### src/rtl/i2cmem_pkg.sv
package i2cmem_pkg;

    // Protocol phases of the target controller
    typedef enum logic [3:0] {
        ST_IDLE,   // bus free or transaction closed
        ST_DEV,    // shifting in device address + R/W
        ST_AHI,    // shifting in memory address, high byte
        ST_ALO,    // shifting in memory address, low byte
        ST_WDAT,   // shifting in write data
        ST_ACK,    // target-owned acknowledge slot
        ST_RDAT,   // shifting out read data
        ST_RACK,   // master-owned acknowledge slot after read byte
        ST_IGN     // not addressed, wait for START or STOP
    } tstate_e;

    localparam int BYTE_W   = 8;
    localparam int BIT_CW   = 4;

endpackage

### src/rtl/i2cmem_bus_sense.sv
module i2cmem_bus_sense #(
    parameter int SYNC_STAGES = 2
) (
    input  logic clk,
    input  logic rst_n,
    input  logic scl_i,
    input  logic sda_i,
    output logic scl_lvl,
    output logic sda_lvl,
    output logic scl_rise,
    output logic scl_fall,
    output logic start_evt,
    output logic stop_evt
);

    localparam int LAST = SYNC_STAGES - 1;

    typedef struct packed {
        logic [SYNC_STAGES-1:0] scl_sh;
        logic [SYNC_STAGES-1:0] sda_sh;
        logic                   scl_prev;
        logic                   sda_prev;
    } sense_t;

    sense_t sense_d, sense_q;

    always_comb begin
        sense_d          = sense_q;
        sense_d.scl_sh   = {sense_q.scl_sh[LAST-1:0], scl_i};
        sense_d.sda_sh   = {sense_q.sda_sh[LAST-1:0], sda_i};
        sense_d.scl_prev = sense_q.scl_sh[LAST];
        sense_d.sda_prev = sense_q.sda_sh[LAST];
    end

    always_ff @(posedge clk or negedge rst_n) begin
        if (!rst_n) begin
            sense_q <= '1;   // idle bus reads high on both wires
        end else begin
            sense_q <= sense_d;
        end
    end

    assign scl_lvl   = sense_q.scl_sh[LAST];
    assign sda_lvl   = sense_q.sda_sh[LAST];
    assign scl_rise  = scl_lvl & ~sense_q.scl_prev;
    assign scl_fall  = ~scl_lvl & sense_q.scl_prev;
    assign start_evt = scl_lvl & sense_q.scl_prev & sense_q.sda_prev & ~sda_lvl;
    assign stop_evt  = scl_lvl & sense_q.scl_prev & ~sense_q.sda_prev & sda_lvl;

endmodule

### src/rtl/i2cmem_store.sv
module i2cmem_store #(
    parameter int ADDR_W = 6,
    parameter int DATA_W = 8
) (
    input  logic              clk,
    input  logic              we,
    input  logic [ADDR_W-1:0] waddr,
    input  logic [DATA_W-1:0] wdata,
    input  logic [ADDR_W-1:0] raddr,
    output logic [DATA_W-1:0] rdata
);

    localparam int DEPTH = 1 << ADDR_W;

    // Retentive storage: deliberately not cleared by reset
    logic [DATA_W-1:0] word_q [DEPTH];

    always_ff @(posedge clk) begin
        if (we) begin
            word_q[waddr] <= wdata;
        end
    end

    assign rdata = word_q[raddr];

endmodule

### src/rtl/i2cmem_target.sv
module i2cmem_target
    import i2cmem_pkg::*;
#(
    parameter int         ADDR_W      = 6,
    parameter logic [3:0] DEV_ID      = 4'b1010,
    parameter int         SYNC_STAGES = 2
) (
    input  logic       clk,
    input  logic       rst_n,
    input  logic       scl_i,
    input  logic       sda_i,
    output logic       sda_oe_o,
    input  logic [2:0] strap_i,
    input  logic       wp_i
);

    localparam logic [BIT_CW-1:0] FULL_BYTE = BIT_CW'(BYTE_W);

    typedef struct packed {
        tstate_e           st;    // current protocol phase
        tstate_e           nxt;   // phase after the acknowledge slot
        logic [BIT_CW-1:0] bits;  // SCL rising edges seen in this byte
        logic [BYTE_W-1:0] sh;    // receive / transmit shift register
        logic [BYTE_W-1:0] hi;    // latched high memory-address byte
        logic [ADDR_W-1:0] ptr;   // array address pointer
        logic              oe;    // SDA pull-down enable
    } ctl_t;

    ctl_t ctl_d, ctl_q;

    logic              scl_lvl, sda_lvl, scl_rise, scl_fall, start_evt, stop_evt;
    logic              mem_we;
    logic [BYTE_W-1:0] rd_byte;

    i2cmem_bus_sense #(
        .SYNC_STAGES (SYNC_STAGES)
    ) u_sense (
        .clk       (clk),
        .rst_n     (rst_n),
        .scl_i     (scl_i),
        .sda_i     (sda_i),
        .scl_lvl   (scl_lvl),
        .sda_lvl   (sda_lvl),
        .scl_rise  (scl_rise),
        .scl_fall  (scl_fall),
        .start_evt (start_evt),
        .stop_evt  (stop_evt)
    );

    i2cmem_store #(
        .ADDR_W (ADDR_W),
        .DATA_W (BYTE_W)
    ) u_store (
        .clk   (clk),
        .we    (mem_we),
        .waddr (ctl_q.ptr),
        .wdata (ctl_q.sh),
        .raddr (ctl_q.ptr),
        .rdata (rd_byte)
    );

    always_comb begin
        ctl_d  = ctl_q;
        mem_we = 1'b0;
        if (start_evt) begin
            ctl_d.st   = ST_DEV;
            ctl_d.bits = '0;
            ctl_d.oe   = 1'b0;
        end else if (stop_evt) begin
            ctl_d.st   = ST_IDLE;
            ctl_d.bits = '0;
            ctl_d.oe   = 1'b0;
        end else begin
            unique case (ctl_q.st)
                ST_DEV, ST_AHI, ST_ALO, ST_WDAT: begin
                    if (scl_rise && (ctl_q.bits < FULL_BYTE)) begin
                        ctl_d.sh   = {ctl_q.sh[BYTE_W-2:0], sda_lvl};
                        ctl_d.bits = ctl_q.bits + 1'b1;
                    end else if (scl_fall && (ctl_q.bits == FULL_BYTE)) begin
                        ctl_d.bits = '0;
                        ctl_d.oe   = 1'b1;
                        ctl_d.st   = ST_ACK;
                        unique case (ctl_q.st)
                            ST_DEV: begin
                                if (ctl_q.sh[BYTE_W-1:1] == {DEV_ID, strap_i}) begin
                                    ctl_d.nxt = ctl_q.sh[0] ? ST_RDAT : ST_AHI;
                                end else begin
                                    ctl_d.st = ST_IGN;
                                    ctl_d.oe = 1'b0;
                                end
                            end
                            ST_AHI: begin
                                ctl_d.hi  = ctl_q.sh;
                                ctl_d.nxt = ST_ALO;
                            end
                            ST_ALO: begin
                                ctl_d.ptr = ADDR_W'({ctl_q.hi, ctl_q.sh});
                                ctl_d.nxt = ST_WDAT;
                            end
                            default: begin
                                mem_we    = ~wp_i;
                                ctl_d.ptr = ctl_q.ptr + 1'b1;
                                ctl_d.nxt = ST_WDAT;
                            end
                        endcase
                    end
                end
                ST_ACK: begin
                    if (scl_fall) begin
                        ctl_d.oe   = 1'b0;
                        ctl_d.st   = ctl_q.nxt;
                        ctl_d.bits = '0;
                        if (ctl_q.nxt == ST_RDAT) begin
                            ctl_d.sh  = {rd_byte[BYTE_W-2:0], 1'b0};
                            ctl_d.oe  = ~rd_byte[BYTE_W-1];
                            ctl_d.ptr = ctl_q.ptr + 1'b1;
                        end
                    end
                end
                ST_RDAT: begin
                    if (scl_rise) begin
                        ctl_d.bits = ctl_q.bits + 1'b1;
                    end else if (scl_fall) begin
                        if (ctl_q.bits == FULL_BYTE) begin
                            ctl_d.oe   = 1'b0;
                            ctl_d.st   = ST_RACK;
                            ctl_d.bits = '0;
                        end else begin
                            ctl_d.oe = ~ctl_q.sh[BYTE_W-1];
                            ctl_d.sh = {ctl_q.sh[BYTE_W-2:0], 1'b0};
                        end
                    end
                end
                ST_RACK: begin
                    if (scl_rise) begin
                        if (sda_lvl) begin
                            ctl_d.st = ST_IGN;      // master NACK ends the read
                        end else begin
                            ctl_d.st  = ST_ACK;     // next falling edge loads a byte
                            ctl_d.nxt = ST_RDAT;
                        end
                    end
                end
                default: begin
                    // ST_IDLE, ST_IGN: only START or STOP move on
                end
            endcase
        end
    end

    always_ff @(posedge clk or negedge rst_n) begin
        if (!rst_n) begin
            ctl_q <= '{st: ST_IDLE, nxt: ST_IDLE, bits: '0, sh: '0, hi: '0,
                       ptr: '0, oe: 1'b0};
        end else begin
            ctl_q <= ctl_d;
        end
    end

    assign sda_oe_o = ctl_q.oe;

    AST_IDLE_RELEASED: assert property (@(posedge clk) disable iff (!rst_n)
        (ctl_q.st == ST_IDLE) |-> !sda_oe_o);

    AST_IGNORE_QUIET: assert property (@(posedge clk) disable iff (!rst_n)
        (ctl_q.st == ST_IGN && !start_evt) |=> (!sda_oe_o && ctl_q.st != ST_ACK));

    AST_PTR_STEP: assert property (@(posedge clk) disable iff (!rst_n)
        mem_we |=> (ctl_q.ptr == ADDR_W'($past(ctl_q.ptr) + 1'b1)));

    AST_STOP_IDLE: assert property (@(posedge clk) disable iff (!rst_n)
        stop_evt |=> (ctl_q.st == ST_IDLE && !sda_oe_o));

    AST_SDA_LOW_PHASE: assert property (@(posedge clk) disable iff (!rst_n)
        !$stable(sda_oe_o) |-> !$past(scl_lvl));

endmodule

### config.mk
export PLATFORM = sky130hd
export DESIGN_NAME = i2cmem_target
export DESIGN_NICKNAME = d
export VERILOG_FILES = /design/src/rtl/i2cmem_pkg.sv /design/src/rtl/i2cmem_bus_sense.sv /design/src/rtl/i2cmem_store.sv /design/src/rtl/i2cmem_target.sv
export SDC_FILE = /design/constraint.sdc
export NUM_CORES = 1
export LEC_CHECK = 0
export BUFFER_PORTS_ARGS = -buffer_cell sky130_fd_sc_hd__buf_2
export CAP_MARGIN = 20
export CORE_ASPECT_RATIO = 2
export CORE_MARGIN = 10
export CORE_UTILIZATION = 63
export CTS_CLUSTER_DIAMETER = 30
export DETAILED_ROUTE_END_ITERATION = 6
export PLACE_DENSITY = 0.81
export RECOVER_POWER = 100
export SETUP_SLACK_MARGIN = 0.2
export SLEW_MARGIN = 20
export SYNTH_ARGS = -nofsm -noshare
export SYNTH_HDL_FRONTEND = slang
export SYNTH_SLANG_ARGS = --single-unit
### constraint.sdc
create_clock -name clk -period 3.63 [get_ports clk]
set_input_delay 0.1815 -clock clk [delete_from_list [all_inputs] [get_ports clk]]
set_output_delay 0.1815 -clock clk [all_outputs]
set_load 0.02 [all_outputs]
==> flow_summary.yaml, run 1 <==
cts:
  tritoncts: "built"
  number_of_setup_buffers_added_after_cts: 0
  cts.clk_slew.worst_paths_ns: 0.07
  clock-root-buffer: "sky130_fd_sc_hd__clkbuf_16"
  clk_latency_ns: 0.60
  clock-sinks: 544
  cts_made_buffers: 51
  cts.path.max_buffers: 3
  cts_htree_levels: 2
outcome:
  violations_in_the_final_reports: "DRC, capacitance limit, slew limit"
  outcome: "finished with violations"
setup_path:
  timing.rr.end: "u_store.word_q[12][1]"
  crit_path_max_fo: 9
  worstPathRequired_ns: 3.90
  start_of_the_worst_register_to_register_path: "u_sense.sense_q[1]"
  timing.reg2reg.worst_path_depth: 10
  cp-end-kind: "flip-flop"
  critical_path.startpoint_type: "flip-flop"
  regToRegSetupSlack_ns: 0.18
  worstPathArrival_ns: 3.72
  critPathKind: "reg -> reg"
hold_path:
  hold_path_class: "in -> reg"
  min_path_cells: 2
  hold_path.startpoint: "sda_i"
  hold_path_end: "u_sense.sense_d[3]"
grt:
  grt-ovfl-total: 0
  groute.usage.overall_pct: 28.9
  grt_antenna_before_repair: 0
  grt_start_max_net_pins: 68
  grt_first_pass_wirelength_um: 94600
  first_global_vias: 14500
finish:
  area.growth.synth_to_final_pct: 12.5
  antenna_cells: 0
  drive_gt1_share_pct: 19.7
  nets: 1496
power:
  powerDensity_nw_per_um2: 584
  max-vdd-ir-drop_mv: 0.730
  p_comb_share_pct: 9.3
  share_clk_of_total_power_pct: 37.0
  switching_fraction_of_total_power_pct: 25.1
  leakagePower_nw: 8.10
  switching_power_mw: 3.66
  seqPwrFrac_pct: 53.7
  cell_internal_pwr_mw: 10.9
logic_synthesis:
  synthDistinctLibCells: 70
  yosysTopAreaCell: "sky130_fd_sc_hd__edfxtp_1"
  synth-main-ff-cell: "sky130_fd_sc_hd__edfxtp_1"
  yosysWarnings: 0
  netlist.area_leader.share_pct: 69.4
  ys_ff_latch: 544
  syn_inst: 1381
  post_synth_main_area_contributors: "sky130_fd_sc_hd__edfxtp_1, sky130_fd_sc_hd__mux2i_1, sky130_fd_sc_hd__dfrtp_1"
  post_synthesis_sequential_area_ratio_pct: 73.0
  post_synthesis_instance_area_um2: 22200
  synth-async-reset-ratio_pct: 5.88
  edff_count_synth: 512
  postSynthNetCount: 1395
  synth.avg_cell_area_um2: 16.0
die:
  core_area_um2: 35000
  top_level_ports: 9
  floorplan.die_area_um2: 43500
  die_h_um: 285
  floorplan.die.width_um: 153
  start_util_pct: 63.4
  floorplan.rows: 97
place:
  post-place-ws_ns: 0.219
  place.detailed.hpwl_um: 40700
  routabilityCongestion: 1.02
  port-buffer-count: 8
routing:
  wl_per_cell_um: 32.8
  viasPerCell: 7.21
  detailroute.via_count: 14200
  drt-initial-drc-count: 1971
  ant_nets: 0
  drc_errors: 2
  totalWireLength_um: 64500
  drt-pass1-iter-count: 7
sta:
  max_clock_freq_mhz: 290
  timing.final.crit_period_ns: 3.45
  tightestPinTransition_ns: 2.21
  timing.final.hold_violations: 0
  setup_tns_final_ns: 0
  slew_headroom_pct: -47.1
  final.setup.worst_slack_ns: 0.183
  final_min_period_over_clock_period_pct: 94.9
  report.final.setup_viol: 0
  rsz0062_at_grt: "true"
  timing_max_transition_violations_final: 546
  fin_worst_skew_ns: 0.0350
job:
  cap_viol_max_count: 9
## how the worst max path moves through the flow
| stage | from | cells past startpoint | slack, ns | to |
|---|---|---|---|---|
| finish | u_sense.sense_q[1] | 10 | 0.18 | u_store.word_q[12][1] |
| global route | u_sense.sense_q[1] | 10 | 0.09 | u_store.word_q[35][5] |
| CTS | u_sense.sense_q[1] | 8 | 0.24 | u_store.word_q[62][2] |
| detailed placement | u_sense.sense_q[1] | 8 | 0.22 | u_store.word_q[22][6] |
| global placement | u_sense.sense_q[1] | 8 | 0.36 | u_store.word_q[22][0] |
| floorplan | u_sense.sense_q[1] | 9 | 0.84 | u_store.word_q[13][0] |
## synthesized netlist by cell type, types with 5 or more instances
cell	number
sky130_fd_sc_hd__nand2_1	56
sky130_fd_sc_hd__o2bb2ai_1	6
sky130_fd_sc_hd__buf_4	6
sky130_fd_sc_hd__buf_2	27
sky130_fd_sc_hd__o21a_1	5
sky130_fd_sc_hd__a211oi_1	6
sky130_fd_sc_hd__ha_1	6
sky130_fd_sc_hd__mux2_2	39
sky130_fd_sc_hd__a22oi_1	52
sky130_fd_sc_hd__inv_1	15
sky130_fd_sc_hd__and3b_1	5
sky130_fd_sc_hd__nor3_1	12
sky130_fd_sc_hd__and2_1	8
sky130_fd_sc_hd__dfstp_2	6
sky130_fd_sc_hd__mux4_2	26
sky130_fd_sc_hd__edfxtp_1	512
sky130_fd_sc_hd__a22o_1	13
sky130_fd_sc_hd__o22ai_1	10
sky130_fd_sc_hd__a21oi_1	42
sky130_fd_sc_hd__nand3_1	24
sky130_fd_sc_hd__a31oi_1	10
sky130_fd_sc_hd__buf_1	5
sky130_fd_sc_hd__buf_6	6
sky130_fd_sc_hd__a221oi_1	51
sky130_fd_sc_hd__o211ai_1	6
sky130_fd_sc_hd__dfrtp_1	26
sky130_fd_sc_hd__mux2i_1	70
sky130_fd_sc_hd__nor2b_1	11
sky130_fd_sc_hd__o21ai_0	55
sky130_fd_sc_hd__o22a_1	5
sky130_fd_sc_hd__nor2_1	108
sky130_fd_sc_hd__xor2_1	5
sky130_fd_sc_hd__a221o_1	18
sky130_fd_sc_hd__a222oi_1	5
sky130_fd_sc_hd__clkbuf_1	51
sky130_fd_sc_hd__or2_2	8
## critical path, stage by stage (launching register included)
cell	delay, ns
sky130_fd_sc_hd__dfstp_1	0.56
sky130_fd_sc_hd__inv_1	0.06
sky130_fd_sc_hd__ha_1	0.27
sky130_fd_sc_hd__nor2b_1	0.19
sky130_fd_sc_hd__nor4_2	0.20
sky130_fd_sc_hd__nand3_1	0.19
sky130_fd_sc_hd__nor3_2	0.52
sky130_fd_sc_hd__nand2_1	0.29
sky130_fd_sc_hd__clkbuf_1	0.40
sky130_fd_sc_hd__nor2_1	0.24
sky130_fd_sc_hd__clkbuf_2	0.21
## cell type report
| type | instances | area [um^2] |
|---|---|---|
| clock buffers | 56 | 1320 |
| clock inverters | 37 | 382 |
| fillers | 2133 | 10000 |
| inverters | 17 | 63.8 |
| multi-input cells | 725 | 5470 |
| flip-flops and latches | 544 | 16200 |
| well taps | 445 | 557 |
| repair buffers | 143 | 937 |
## state kept, by name, summed over array words and instances, names as in the netlist
register,flops
u_sense.sense_q,2
u_store.word_q,512
u_sense.sda_lvl,1
u_sense.sense_d,2
ctl_q,25
sda_oe_o,1
u_sense.scl_lvl,1
## layer usage
layer  vias to the layer above  routed length [um]  track usage (%)
li1                       5732                   -                -
met1                      6918               19800             31.8
met2                      1161               31800             48.5
met3                       374                6840             6.23
met4                         0                5970             21.3
met5                         -                   0                0
## cells by family (layout without fill, tap and decap cells)
| kind of cell | Yosys count | in the layout | synth area share (%) |
|---|---|---|---|
| DFF | 544 | 544 | 73.0 |
| muxes | 137 | 137 | 7.96 |
| and+or+nand+nor | 262 | 262 | 5.77 |
| adders and majority gates | 6 | 6 | 0.339 |
| AOI/OAI and AO/OA | 315 | 315 | 10.3 |
| xor gates and xnor gates | 5 | 5 | 0.198 |
| buffers and inverters | 112 | 253 | 2.35 |
## cells in the final DEF, fill, tap and decap left out, drive strengths merged, types with 8 or more instances in the layout
| cell type | count |
|---|---|
| and2 | 8 |
| a221oi | 51 |
| nor2b | 12 |
| o21ai | 58 |
| nor2 | 108 |
| nor3 | 14 |
| nand3 | 24 |
| a221o | 18 |
| mux2 | 40 |
| a21oi | 42 |
| clkinv | 20 |
| dfrtp | 26 |
| mux4 | 27 |
| a31oi | 10 |
| buf | 73 |
| a22oi | 52 |
| clkbuf | 123 |
| or2 | 8 |
| inv | 27 |
| mux2i | 70 |
| edfxtp | 512 |
| a22o | 13 |
| nand2 | 56 |
| o22ai | 10 |
## repair_timing
item	4_1_cts	5_1_grt
hold endpoints to repair	28	0
endpoints found under the setup margin	8	32
hold buffers	3	0
resized for setup	1	4
cloned	0	0
## power groups by stage
stage / registers, mW / clock network [mW] / logic (mW)
global placement: 7.88 / 0 / 1.29
finish: 7.82 / 5.38 / 1.36
detailed placement: 7.89 / 0 / 1.34
floorplan: 8.19 / 0 / 0.344
CTS: 7.75 / 5.37 / 1.36
global route: 7.83 / 5.62 / 1.42
## per-stage QoR
stage / hold slack [ns] / area (um^2) / cells / power (mW) / util (%)
finish: 0.253 / 24900 / 1967 / 14.6 / 71.3
global route: 0.251 / 24900 / 1967 / 14.9 / 71.3
CTS: 0.223 / 25100 / 1967 / 14.5 / 71.9
detailed placement: 0.288 / 23400 / 1871 / 9.23 / 66.9
global placement: 0.290 / 23400 / 1871 / 9.17 / 66.9
floorplan: -0.114 / 22200 / 1381 / 8.54 / -
(Power assumes the default switching activity.)
==> run 2: changes to the inputs <==
--- a/config.mk
+++ b/config.mk
@@ -5,14 +5,15 @@
 export SDC_FILE = /design/constraint.sdc
 export NUM_CORES = 1
 export LEC_CHECK = 0
+export ABC_AREA = 1
 export BUFFER_PORTS_ARGS = -buffer_cell sky130_fd_sc_hd__buf_2
 export CAP_MARGIN = 20
 export CORE_ASPECT_RATIO = 2
 export CORE_MARGIN = 10
-export CORE_UTILIZATION = 63
+export CORE_UTILIZATION = 65
 export CTS_CLUSTER_DIAMETER = 30
 export DETAILED_ROUTE_END_ITERATION = 6
-export PLACE_DENSITY = 0.81
+export PLACE_DENSITY = 0.83
 export RECOVER_POWER = 100
 export SETUP_SLACK_MARGIN = 0.2
 export SLEW_MARGIN = 20
==> constraint.sdc (replaced) <==
create_clock -name clk -period 4.15 [get_ports clk]
set_input_delay 0.2075 -clock clk [delete_from_list [all_inputs] [get_ports clk]]
set_output_delay 0.2075 -clock clk [all_outputs]
set_load 0.02 [all_outputs]
==> flow_summary.yaml, run 2 <==
outcome:
  outcome: "finished with violations"
  violations_in_the_final_reports: "capacitance limit, slew limit"
die:
  die_h_um: 284
  floorplan.rows: 96
  top_level_ports: 9
  floorplan.die.width_um: 152
  start_util_pct: 66.0
  core_area_um2: 34400
  floorplan.die_area_um2: 43200
routing:
  drt-pass1-iter-count: 6
  wl_per_cell_um: 24.8
  ant_nets: 0
  viasPerCell: 6.35
  drt-initial-drc-count: 2061
  totalWireLength_um: 61400
  detailroute.via_count: 15700
  drc_errors: 0
logic_synthesis:
  syn_inst: 1958
  synth-async-reset-ratio_pct: 5.88
  netlist.area_leader.share_pct: 67.8
  edff_count_synth: 512
  synth.most_common_cell: "sky130_fd_sc_hd__edfxtp_1"
  post_synthesis_instance_area_um2: 22700
  synth-main-ff-cell: "sky130_fd_sc_hd__edfxtp_1"
  synth_common_cells: "sky130_fd_sc_hd__edfxtp_1, sky130_fd_sc_hd__nand2_1, sky130_fd_sc_hd__nor2_1"
  synthDistinctLibCells: 36
  post_synth_main_area_contributors: "sky130_fd_sc_hd__edfxtp_1, sky130_fd_sc_hd__nand2_1, sky130_fd_sc_hd__nor2_1"
  post_synthesis_sequential_area_ratio_pct: 71.4
  synth.avg_cell_area_um2: 11.6
  yosysWarnings: 0
  ys_ff_latch: 544
  postSynthNetCount: 1972
  yosysTopAreaCell: "sky130_fd_sc_hd__edfxtp_1"
setup_path:
  worstPathRequired_ns: 4.64
  cp-end-kind: "flip-flop"
  critPathKind: "reg -> reg"
  regToRegSetupSlack_ns: 0.44
  worstPathArrival_ns: 4.20
  critical_path.startpoint_type: "flip-flop"
  crit_path_max_fo: 40
place:
  post-place-ws_ns: 0.789
  port-buffer-count: 8
  post-place-cells: 2375
  routabilityCongestion: 0.984
  place.detailed.hpwl_um: 37100
  dpl_cell_area_um2: 23300
cts:
  cts_htree_levels: 2
  clock-sinks: 544
  cts.clk_slew.worst_paths_ns: 0.06
  cts.path.max_buffers: 3
  cts_made_buffers: 50
  cts-hold-fix-buffers: 3
  number_of_setup_buffers_added_after_cts: 0
  clk_latency_ns: 0.58
  tritoncts: "built"
  post_cts_resize_count: 0
  clock-root-buffer: "sky130_fd_sc_hd__clkbuf_16"
sta:
  report.final.setup_viol: 0
  timing.final.crit_period_ns: 3.71
  tightestPinTransition_ns: 2.96
  timing.final.hold_violations: 0
  final.setup.worst_slack_ns: 0.441
  rsz0062_at_grt: "false"
  timing_max_transition_violations_final: 479
  setup_tns_final_ns: 0
  final_min_period_over_clock_period_pct: 89.4
  max_clock_freq_mhz: 270
  hold_ws_ns: 0.322
  fin_worst_skew_ns: 0.0256
  slew_headroom_pct: -97.1
grt:
  grt_first_pass_wirelength_um: 92500
  first_global_vias: 15600
  groute.usage.overall_pct: 27.9
  grt_start_max_net_pins: 219
  grt-ovfl-total: 0
  grt_antenna_before_repair: 0
finish:
  area.growth.synth_to_final_pct: 9.81
  post-route-util_pct: 72.4
  drive_gt1_share_pct: 7.83
  largest-register: "u_store.word_q"
  mostFrequentLayoutCell: "sky130_fd_sc_hd__edfxtp_1"
  layout.cells.most_common_list: "sky130_fd_sc_hd__edfxtp_1, sky130_fd_sc_hd__nand2_1, sky130_fd_sc_hd__nor2_1"
  reg_top3: "u_store.word_q: 512 flops, ctl_q: 25 flops"
  nets: 2003
  antenna_cells: 0
  layoutNonFillerInstCount: 2471
  layout.cell_area.non_filler_um2: 24900
  largest_register_ffs: 512
hold_path:
  hold_path_class: "in -> reg"
power:
  max-vdd-ir-drop_mv: 0.641
  overall_power_consumption_mw: 16.5
  powerDensity_nw_per_um2: 664
  leakagePower_nw: 9.04
job:
  cap_viol_max_count: 8
run 2: final timing paths:
path / start / end / cells past startpoint
max: ctl_q[3] / ctl_q[22] / 11
min: scl_i / u_sense.sense_d[5] / 2
max reg2reg: ctl_q[3] / ctl_q[22] / 11
min reg2reg: u_sense.sense_d[5] / u_sense.scl_lvl / 0
max in group asynchronous: rst_n / ctl_q[22] / 2
min in group asynchronous: rst_n / ctl_q[23] / 2
run 2: layer usage:
metal / global-route usage (%) / vias up / routed length, um
met2: 48.2 / 1109 / 31500
met4: 21.1 / 0 / 5380
met3: 4.54 / 296 / 5320
li1: - / 6860 / -
met1: 29.9 / 7426 / 19200
met5: 0 / - / 0
run 2: cell families (layout without fill, tap and decap cells):
family | Yosys count | after routing | synth area share (%)
AO/OA/AOI/OAI | 367 | 367 | 9.47
XOR/XNOR | 7 | 7 | 0.271
adder cells (fa/ha/maj) | 6 | 6 | 0.331
buffers and inverters | 230 | 302 | 4.22
flip-flops | 544 | 544 | 71.4
AND/OR/NAND/NOR | 804 | 804 | 14.3
run 2: report_power, final:
part	switching, mW	internal, mW	total, mW
clock	2.05	2.74	4.79
combinational	3.41	1.05	4.46
sequential	0.501	6.79	7.29
total	5.96	10.6	16.5
run 2: critical path, stage by stage (launching register included):
cell	delay (ns)
sky130_fd_sc_hd__dfrtp_1	0.71
sky130_fd_sc_hd__inv_1	0.29
sky130_fd_sc_hd__nor2_2	0.86
sky130_fd_sc_hd__buf_4	0.58
sky130_fd_sc_hd__o21ai_0	0.22
sky130_fd_sc_hd__o22ai_1	0.18
sky130_fd_sc_hd__nor2_1	0.07
sky130_fd_sc_hd__nor2_1	0.30
sky130_fd_sc_hd__nor2_1	0.09
sky130_fd_sc_hd__nand3_1	0.19
sky130_fd_sc_hd__nand2_1	0.07
sky130_fd_sc_hd__nand2_1	0.06
run 2: layout make-up:
class / instances / area (um^2)
clock buffers: 59 / 1310
clock inverters: 34 / 424
fillers: 2140 / 9470
inverters: 139 / 524
multi-input cells: 1184 / 5510
flip-flops and latches: 544 / 16200
well taps: 441 / 552
repair buffers: 70 / 374
